**config.mk**
```make
export PLATFORM = sky130hd
export DESIGN_NAME = set_cmp_cmov
export DESIGN_NICKNAME = d
export VERILOG_FILES = /design/src/rtl/scm_pkg.sv /design/src/rtl/scm_operand_sel.sv /design/src/rtl/scm_compare.sv /design/src/rtl/scm_cmove.sv /design/src/rtl/set_cmp_cmov.sv
export SDC_FILE = /design/constraint.sdc
export NUM_CORES = 1
export LEC_CHECK = 0
export BUFFER_PORTS_ARGS = -buffer_cell sky130_fd_sc_hd__buf_2
export CAP_MARGIN = 20
export CORE_ASPECT_RATIO = 1.5
export CORE_MARGIN = 8
export CORE_UTILIZATION = 30
export DETAILED_ROUTE_END_ITERATION = 8
export MAX_ROUTING_LAYER = met4
export PLACE_DENSITY_LB_ADDON = 0.15
export SLEW_MARGIN = 10
export SYNTH_ARGS = -nofsm -noshare
export SYNTH_HDL_FRONTEND = slang
export SYNTH_SLANG_ARGS = --single-unit
```
**constraint.sdc**
```tcl
create_clock -name clk -period 4.3 [get_ports clk]
set_input_delay 0.215 -clock clk [delete_from_list [all_inputs] [get_ports clk]]
set_output_delay 0.215 -clock clk [all_outputs]
set_load 0.005 [all_outputs]
```
**src/rtl/scm_pkg.sv**
```systemverilog
package scm_pkg;

    localparam int OP_W = 4;

    typedef enum logic [1:0] {
        CMP_EQ  = 2'd0,
        CMP_NE  = 2'd1,
        CMP_LTS = 2'd2,
        CMP_LTU = 2'd3
    } cmp_kind_e;

    localparam logic [OP_W-1:0] OP_SEQ  = 4'd0;
    localparam logic [OP_W-1:0] OP_SNE  = 4'd1;
    localparam logic [OP_W-1:0] OP_SLT  = 4'd2;
    localparam logic [OP_W-1:0] OP_SLTU = 4'd3;
    localparam logic [OP_W-1:0] OP_MOVZ = 4'd4;
    localparam logic [OP_W-1:0] OP_MOVN = 4'd5;

    typedef struct packed {
        logic      is_cmp;
        logic      is_cmov;
        logic      use_imm;
        cmp_kind_e kind;
        logic      move_on_zero;
    } ctl_t;

    function automatic ctl_t decode_op(input logic [OP_W-1:0] op, input logic imm_sel);
        ctl_t c;
        c = '{is_cmp: 1'b0, is_cmov: 1'b0, use_imm: 1'b0,
              kind: CMP_EQ, move_on_zero: 1'b0};
        case (op)
            OP_SEQ:  begin c.is_cmp = 1'b1; c.kind = CMP_EQ;  end
            OP_SNE:  begin c.is_cmp = 1'b1; c.kind = CMP_NE;  end
            OP_SLT:  begin c.is_cmp = 1'b1; c.kind = CMP_LTS; end
            OP_SLTU: begin c.is_cmp = 1'b1; c.kind = CMP_LTU; end
            OP_MOVZ: begin c.is_cmov = 1'b1; c.move_on_zero = 1'b1; end
            OP_MOVN: begin c.is_cmov = 1'b1; c.move_on_zero = 1'b0; end
            default: ;
        endcase
        c.use_imm = c.is_cmp & imm_sel;
        return c;
    endfunction

endpackage

```
**src/rtl/scm_operand_sel.sv**
```systemverilog
module scm_operand_sel #(
    parameter int DATA_W = 32,
    parameter int IMM_W  = 16
) (
    input  logic [DATA_W-1:0] reg_b_i,
    input  logic [IMM_W-1:0]  imm_i,
    input  logic              use_imm_i,
    output logic [DATA_W-1:0] opnd_o
);
    localparam int EXT_W = DATA_W - IMM_W;

    logic [DATA_W-1:0] imm_ext;

    generate
        if (EXT_W > 0) begin : g_ext
            assign imm_ext = {{EXT_W{imm_i[IMM_W-1]}}, imm_i};
        end else begin : g_trunc
            assign imm_ext = imm_i[DATA_W-1:0];
        end
    endgenerate

    assign opnd_o = use_imm_i ? imm_ext : reg_b_i;
endmodule

```
**src/rtl/scm_compare.sv**
```systemverilog
module scm_compare
    import scm_pkg::*;
#(
    parameter int DATA_W = 32
) (
    input  logic [DATA_W-1:0] lhs_i,
    input  logic [DATA_W-1:0] rhs_i,
    input  cmp_kind_e         kind_i,
    output logic              hit_o
);
    logic same, below_u, below_s;

    assign same    = (lhs_i == rhs_i);
    assign below_u = (lhs_i < rhs_i);
    assign below_s = ($signed(lhs_i) < $signed(rhs_i));

    always_comb begin
        case (kind_i)
            CMP_EQ:  hit_o = same;
            CMP_NE:  hit_o = ~same;
            CMP_LTS: hit_o = below_s;
            CMP_LTU: hit_o = below_u;
            default: hit_o = 1'b0;
        endcase
    end
endmodule

```
**src/rtl/scm_cmove.sv**
```systemverilog
module scm_cmove #(
    parameter int DATA_W = 32
) (
    input  logic [DATA_W-1:0] src_i,
    input  logic [DATA_W-1:0] test_i,
    input  logic [DATA_W-1:0] keep_i,
    input  logic              on_zero_i,
    output logic [DATA_W-1:0] data_o,
    output logic              take_o
);
    logic test_zero;

    assign test_zero = (test_i == '0);
    assign take_o    = on_zero_i ? test_zero : ~test_zero;
    assign data_o    = take_o ? src_i : keep_i;
endmodule

```
**src/rtl/set_cmp_cmov.sv**
```systemverilog
module set_cmp_cmov
    import scm_pkg::*;
#(
    parameter int DATA_W = 32,
    parameter int IMM_W  = 16
) (
    input  logic              clk,
    input  logic              rst,
    input  logic [OP_W-1:0]   op_i,
    input  logic [DATA_W-1:0] src_a_i,
    input  logic [DATA_W-1:0] src_b_i,
    input  logic [IMM_W-1:0]  imm_i,
    input  logic              imm_sel_i,
    input  logic [DATA_W-1:0] old_dst_i,
    output logic [DATA_W-1:0] result_o,
    output logic              wr_en_o
);
    ctl_t              ctl;
    logic [DATA_W-1:0] opnd_b;
    logic              cmp_hit;
    logic [DATA_W-1:0] mv_data;
    logic              mv_take;
    logic [DATA_W-1:0] nxt_res;
    logic              nxt_we;

    assign ctl = decode_op(op_i, imm_sel_i);

    scm_operand_sel #(.DATA_W(DATA_W), .IMM_W(IMM_W)) u_opsel (
        .reg_b_i   (src_b_i),
        .imm_i     (imm_i),
        .use_imm_i (ctl.use_imm),
        .opnd_o    (opnd_b)
    );

    scm_compare #(.DATA_W(DATA_W)) u_cmp (
        .lhs_i  (src_a_i),
        .rhs_i  (opnd_b),
        .kind_i (ctl.kind),
        .hit_o  (cmp_hit)
    );

    scm_cmove #(.DATA_W(DATA_W)) u_mov (
        .src_i     (src_a_i),
        .test_i    (src_b_i),
        .keep_i    (old_dst_i),
        .on_zero_i (ctl.move_on_zero),
        .data_o    (mv_data),
        .take_o    (mv_take)
    );

    always_comb begin
        nxt_res = '0;
        nxt_we  = 1'b0;
        if (ctl.is_cmp) begin
            nxt_res = {{(DATA_W-1){1'b0}}, cmp_hit};
            nxt_we  = 1'b1;
        end else if (ctl.is_cmov) begin
            nxt_res = mv_data;
            nxt_we  = mv_take;
        end
    end

    always_ff @(posedge clk) begin
        if (rst) begin
            result_o <= '0;
            wr_en_o  <= 1'b0;
        end else begin
            result_o <= nxt_res;
            wr_en_o  <= nxt_we;
        end
    end
endmodule

```
==> flow_summary.json <==
{
  "slew_headroom_pct": 30.46,
  "grt_pass1_wl_mm": 12.88,
  "startpoint_type": "primary input",
  "cellLeakagePower_nw": 1.863,
  "via_per_inst": 4.831,
  "synth_warnings": 0,
  "worst-path-buf-inv": 1,
  "syn_to_final_growth_pct": 42.16,
  "io_buffers": 151,
  "diodes": 0,
  "finalHoldViolCount": 0,
  "cts_buffers": 5,
  "syn-num-nets": 398,
  "hold_path_class": "in2reg",
  "setup_tns_ns": 0,
  "die_w_um": 86.71,
  "synth-compound-area-share_pct": 12.51,
  "cts_num_sinks": 33,
  "seqPwrFrac_pct": 41.3,
  "rows": 38,
  "die_y_um": 122.1,
  "num-nets-final": 547,
  "ctsResizeCount": 0,
  "p_per_area_nw_per_um2": 237.6,
  "multi_input_area_sq_um": 1540,
  "num-fill-cells": 779,
  "grt_max_degree": 34,
  "critical_path.slowest_cell": "and3_1",
  "synth_top_family_by_area": "multiplexers",
  "crit_family": "simple AND/OR/NAND/NOR gates",
  "clock.fmax_ghz": 0.3715,
  "cts_tree": "built",
  "yosysUniqueCellTypes": 34,
  "vdd_ir_drop_max_mv": 0.1227,
  "fin_crit_sh_pct": 62.60,
  "internal_power_mw": 0.5436,
  "drv_cap": 0,
  "worst_ep_arrival_time_ns": 2.86,
  "share_comb_of_total_power_pct": 26.9,
  "postRouteWirelength_mm": 8.245,
  "initial_utilization_pct": 30.93,
  "worstMarginPinSlew_ns": 1.038,
  "cts-root-buf": "clkbuf_8",
  "clkPwrFrac_pct": 31.8,
  "syn_area_sq_um": 2250,
  "cts_setup_buffers": 0,
  "period_needed_ns": 2.692,
  "cp_slowest_stage_delay_ns": 0.59,
  "dp_hpwl_mm": 7.019,
  "p_sw_share_pct": 28.47,
  "postSynthCellCount": 247,
  "cp_max_fo": 17,
  "grt.total_usage_pct": 16.13,
  "drive_gt1_share_pct": 42.17,
  "vias": 2396,
  "drt_iter0_markers": 77,
  "antenna_found_initial": 0,
  "grt_pass1_vias": 2726,
  "ys_ff_latch": 33,
  "seqCellArea_sq_um": 660.6,
  "io_pins": 152,
  "synth_simple_gate_area_share_pct": 15.68,
  "cts_hold_buf": 0,
  "synth_xor_area_share_pct": 1.168,
  "grt_overflow": 0,
  "dr.pass1.iters": 4,
  "synth_mux_area_share_pct": 20.97,
  "core_sq_um": 7274,
  "setup.worst_path.class": "in2reg",
  "crit_path_end_kind": "flip-flop",
  "status": "finished, final reports clean",
  "antenna_left": 0,
  "avgSynthCellArea_sq_um": 9.108,
  "clkSlewWorstSetupHoldPaths_ns": 0.07,
  "hold_ws_ns": 0.1622,
  "required_ns": 4.47,
  "htree_levels": 2,
  "slew_viol_final": 0,
  "setup_viol": 0,
  "routabilityCongestion": 0.8506,
  "seq_area_frac_synth_pct": 29.37,
  "wl_per_cell_um": 16.62,
  "dieArea_sq_um": 10580,
  "drc": 0,
  "netSwitchingPower_mw": 0.2164,
  "rsz0062_at_grt": "false",
  "synthAdderAreaFrac_pct": 17.80,
  "crit_chain": "buf_2 > nor2_1 > and3_1 > a21oi_1 > ha_1 > nand4_1 > nor4_1 > nand3_1 > xnor2_1 > o21ai_0 > o22a_1 > o21ai_2",
  "clockBufferDepth": 2
}
[kinds of logic (layout without fill, tap and decap cells)]
family	Yosys count	count (layout)
AND/OR/NAND/NOR	74	74
multiplexers	47	47
AO/OA/AOI/OAI	44	44
flip-flops	33	33
adder cells (fa/ha/maj)	32	32
buffers and inverters	14	163
XOR/XNOR	3	3
[tightest hold or removal path: cells and delay by family]
| kind | cells | cell delay, ns |
|---|---|---|
| muxes | 1 | 0.05 |
| and+or+nand+nor | 1 | 0.07 |
| buffers and inverters | 1 | 0.07 |
[final cells by class]
type,count,area share (%)
multi-input combinational,200,48.16
inverter,2,0.2347
timing repair buffer,154,24.33
sequential,33,20.66
clock buffer,7,2.700
tap,100,3.912
[cells in the mapped netlist]
| cell | instances | area share [%] |
|---|---|---|
| mux2i_1 | 46 | 20 |
| nor2_1 | 38 | 6.3 |
| dfxtp_1 | 33 | 29 |
| ha_1 | 32 | 18 |
| a21oi_1 | 27 | 6.0 |
| nor4_1 | 10 | 2.8 |
| nand4_1 | 8 | 2.2 |
| clkbuf_1 | 7 | 1.2 |
| nand2_1 | 7 | 1.2 |
| nand3_1 | 4 | 0.89 |
| buf_2 | 3 | 0.67 |
| o21ai_0 | 3 | 0.67 |
| xnor2_1 | 3 | 1.2 |
| a211oi_1 | 2 | 0.67 |
| buf_1 | 2 | 0.33 |
| inv_1 | 2 | 0.33 |
| nor2b_1 | 2 | 0.56 |
| o21ai_2 | 2 | 0.78 |
| a2111oi_4 | 1 | 1.2 |
| a21boi_1 | 1 | 0.33 |
| a21o_1 | 1 | 0.33 |
| a21oi_2 | 1 | 0.39 |
| a221o_1 | 1 | 0.44 |
| and3_1 | 1 | 0.28 |
| and4_1 | 1 | 0.39 |
| mux2_2 | 1 | 0.50 |
| nor3_1 | 1 | 0.22 |
| nor4b_1 | 1 | 0.39 |
| o211ai_1 | 1 | 0.33 |
| o21ai_1 | 1 | 0.22 |
| o21bai_1 | 1 | 0.33 |
| o22a_1 | 1 | 0.39 |
| o31a_1 | 1 | 0.39 |
| or4b_2 | 1 | 0.44 |
[power groups by stage]
stage | sequential [mW] | combinational [mW] | clock (mW)
final | 0.314 | 0.205 | 0.242
after floorplan | 0.321 | 0.108 | 0
after global placement | 0.320 | 0.202 | 0
after global routing | 0.314 | 0.231 | 0.266
after detailed placement | 0.321 | 0.206 | 0
after CTS | 0.313 | 0.208 | 0.259
[per-stage QoR]
step | area, sq um | total power [mW] | instances | utilization, % | worst slack [ns]
floorplan | 2250 | 0.4296 | 247 | - | 1.499
global placement | 3112 | 0.5229 | 489 | 42.78 | 1.394
detailed placement | 3112 | 0.5267 | 489 | 42.78 | 1.306
CTS | 3198 | 0.7804 | 496 | 43.96 | 1.623
global route | 3198 | 0.8113 | 496 | 43.96 | 1.222
finish | 3198 | 0.7599 | 496 | 43.96 | 1.608
[per-layer routing]
layer	wire (um)	share of wire, %	global-route usage [%]	up-vias
li1	-	-	-	1215
met1	3247	39	16.34	1068
met2	4375	53	29.30	98
met3	449	5.4	3.641	15
met4	173	2.1	5.844	0
met5	0	0	-	-
[cells in the final DEF, fill, tap and decap left out, drive strengths merged, types with 3 or more instances in the layout]
cell type and n:
buf 154, mux2i 46, nor2 38, dfxtp 33
ha 32, a21oi 28, nor4 10, nand4 8
nand2 7, clkbuf 7, o21ai 6, nand3 4
xnor2 3
[state kept, by name, summed over array words and instances (netlist names)]
signal and flops:
wr_en_o 1, result_o 32
[worst paths after layout]
path	slack, ns	cells after the start	startpoint	endpoint
setup / recovery	1.61	12	op_i[2]	result_o[0]
hold / removal	0.16	3	old_dst_i[8]	result_o[8]
No activity file was read; power rests on OpenSTA's default activity.
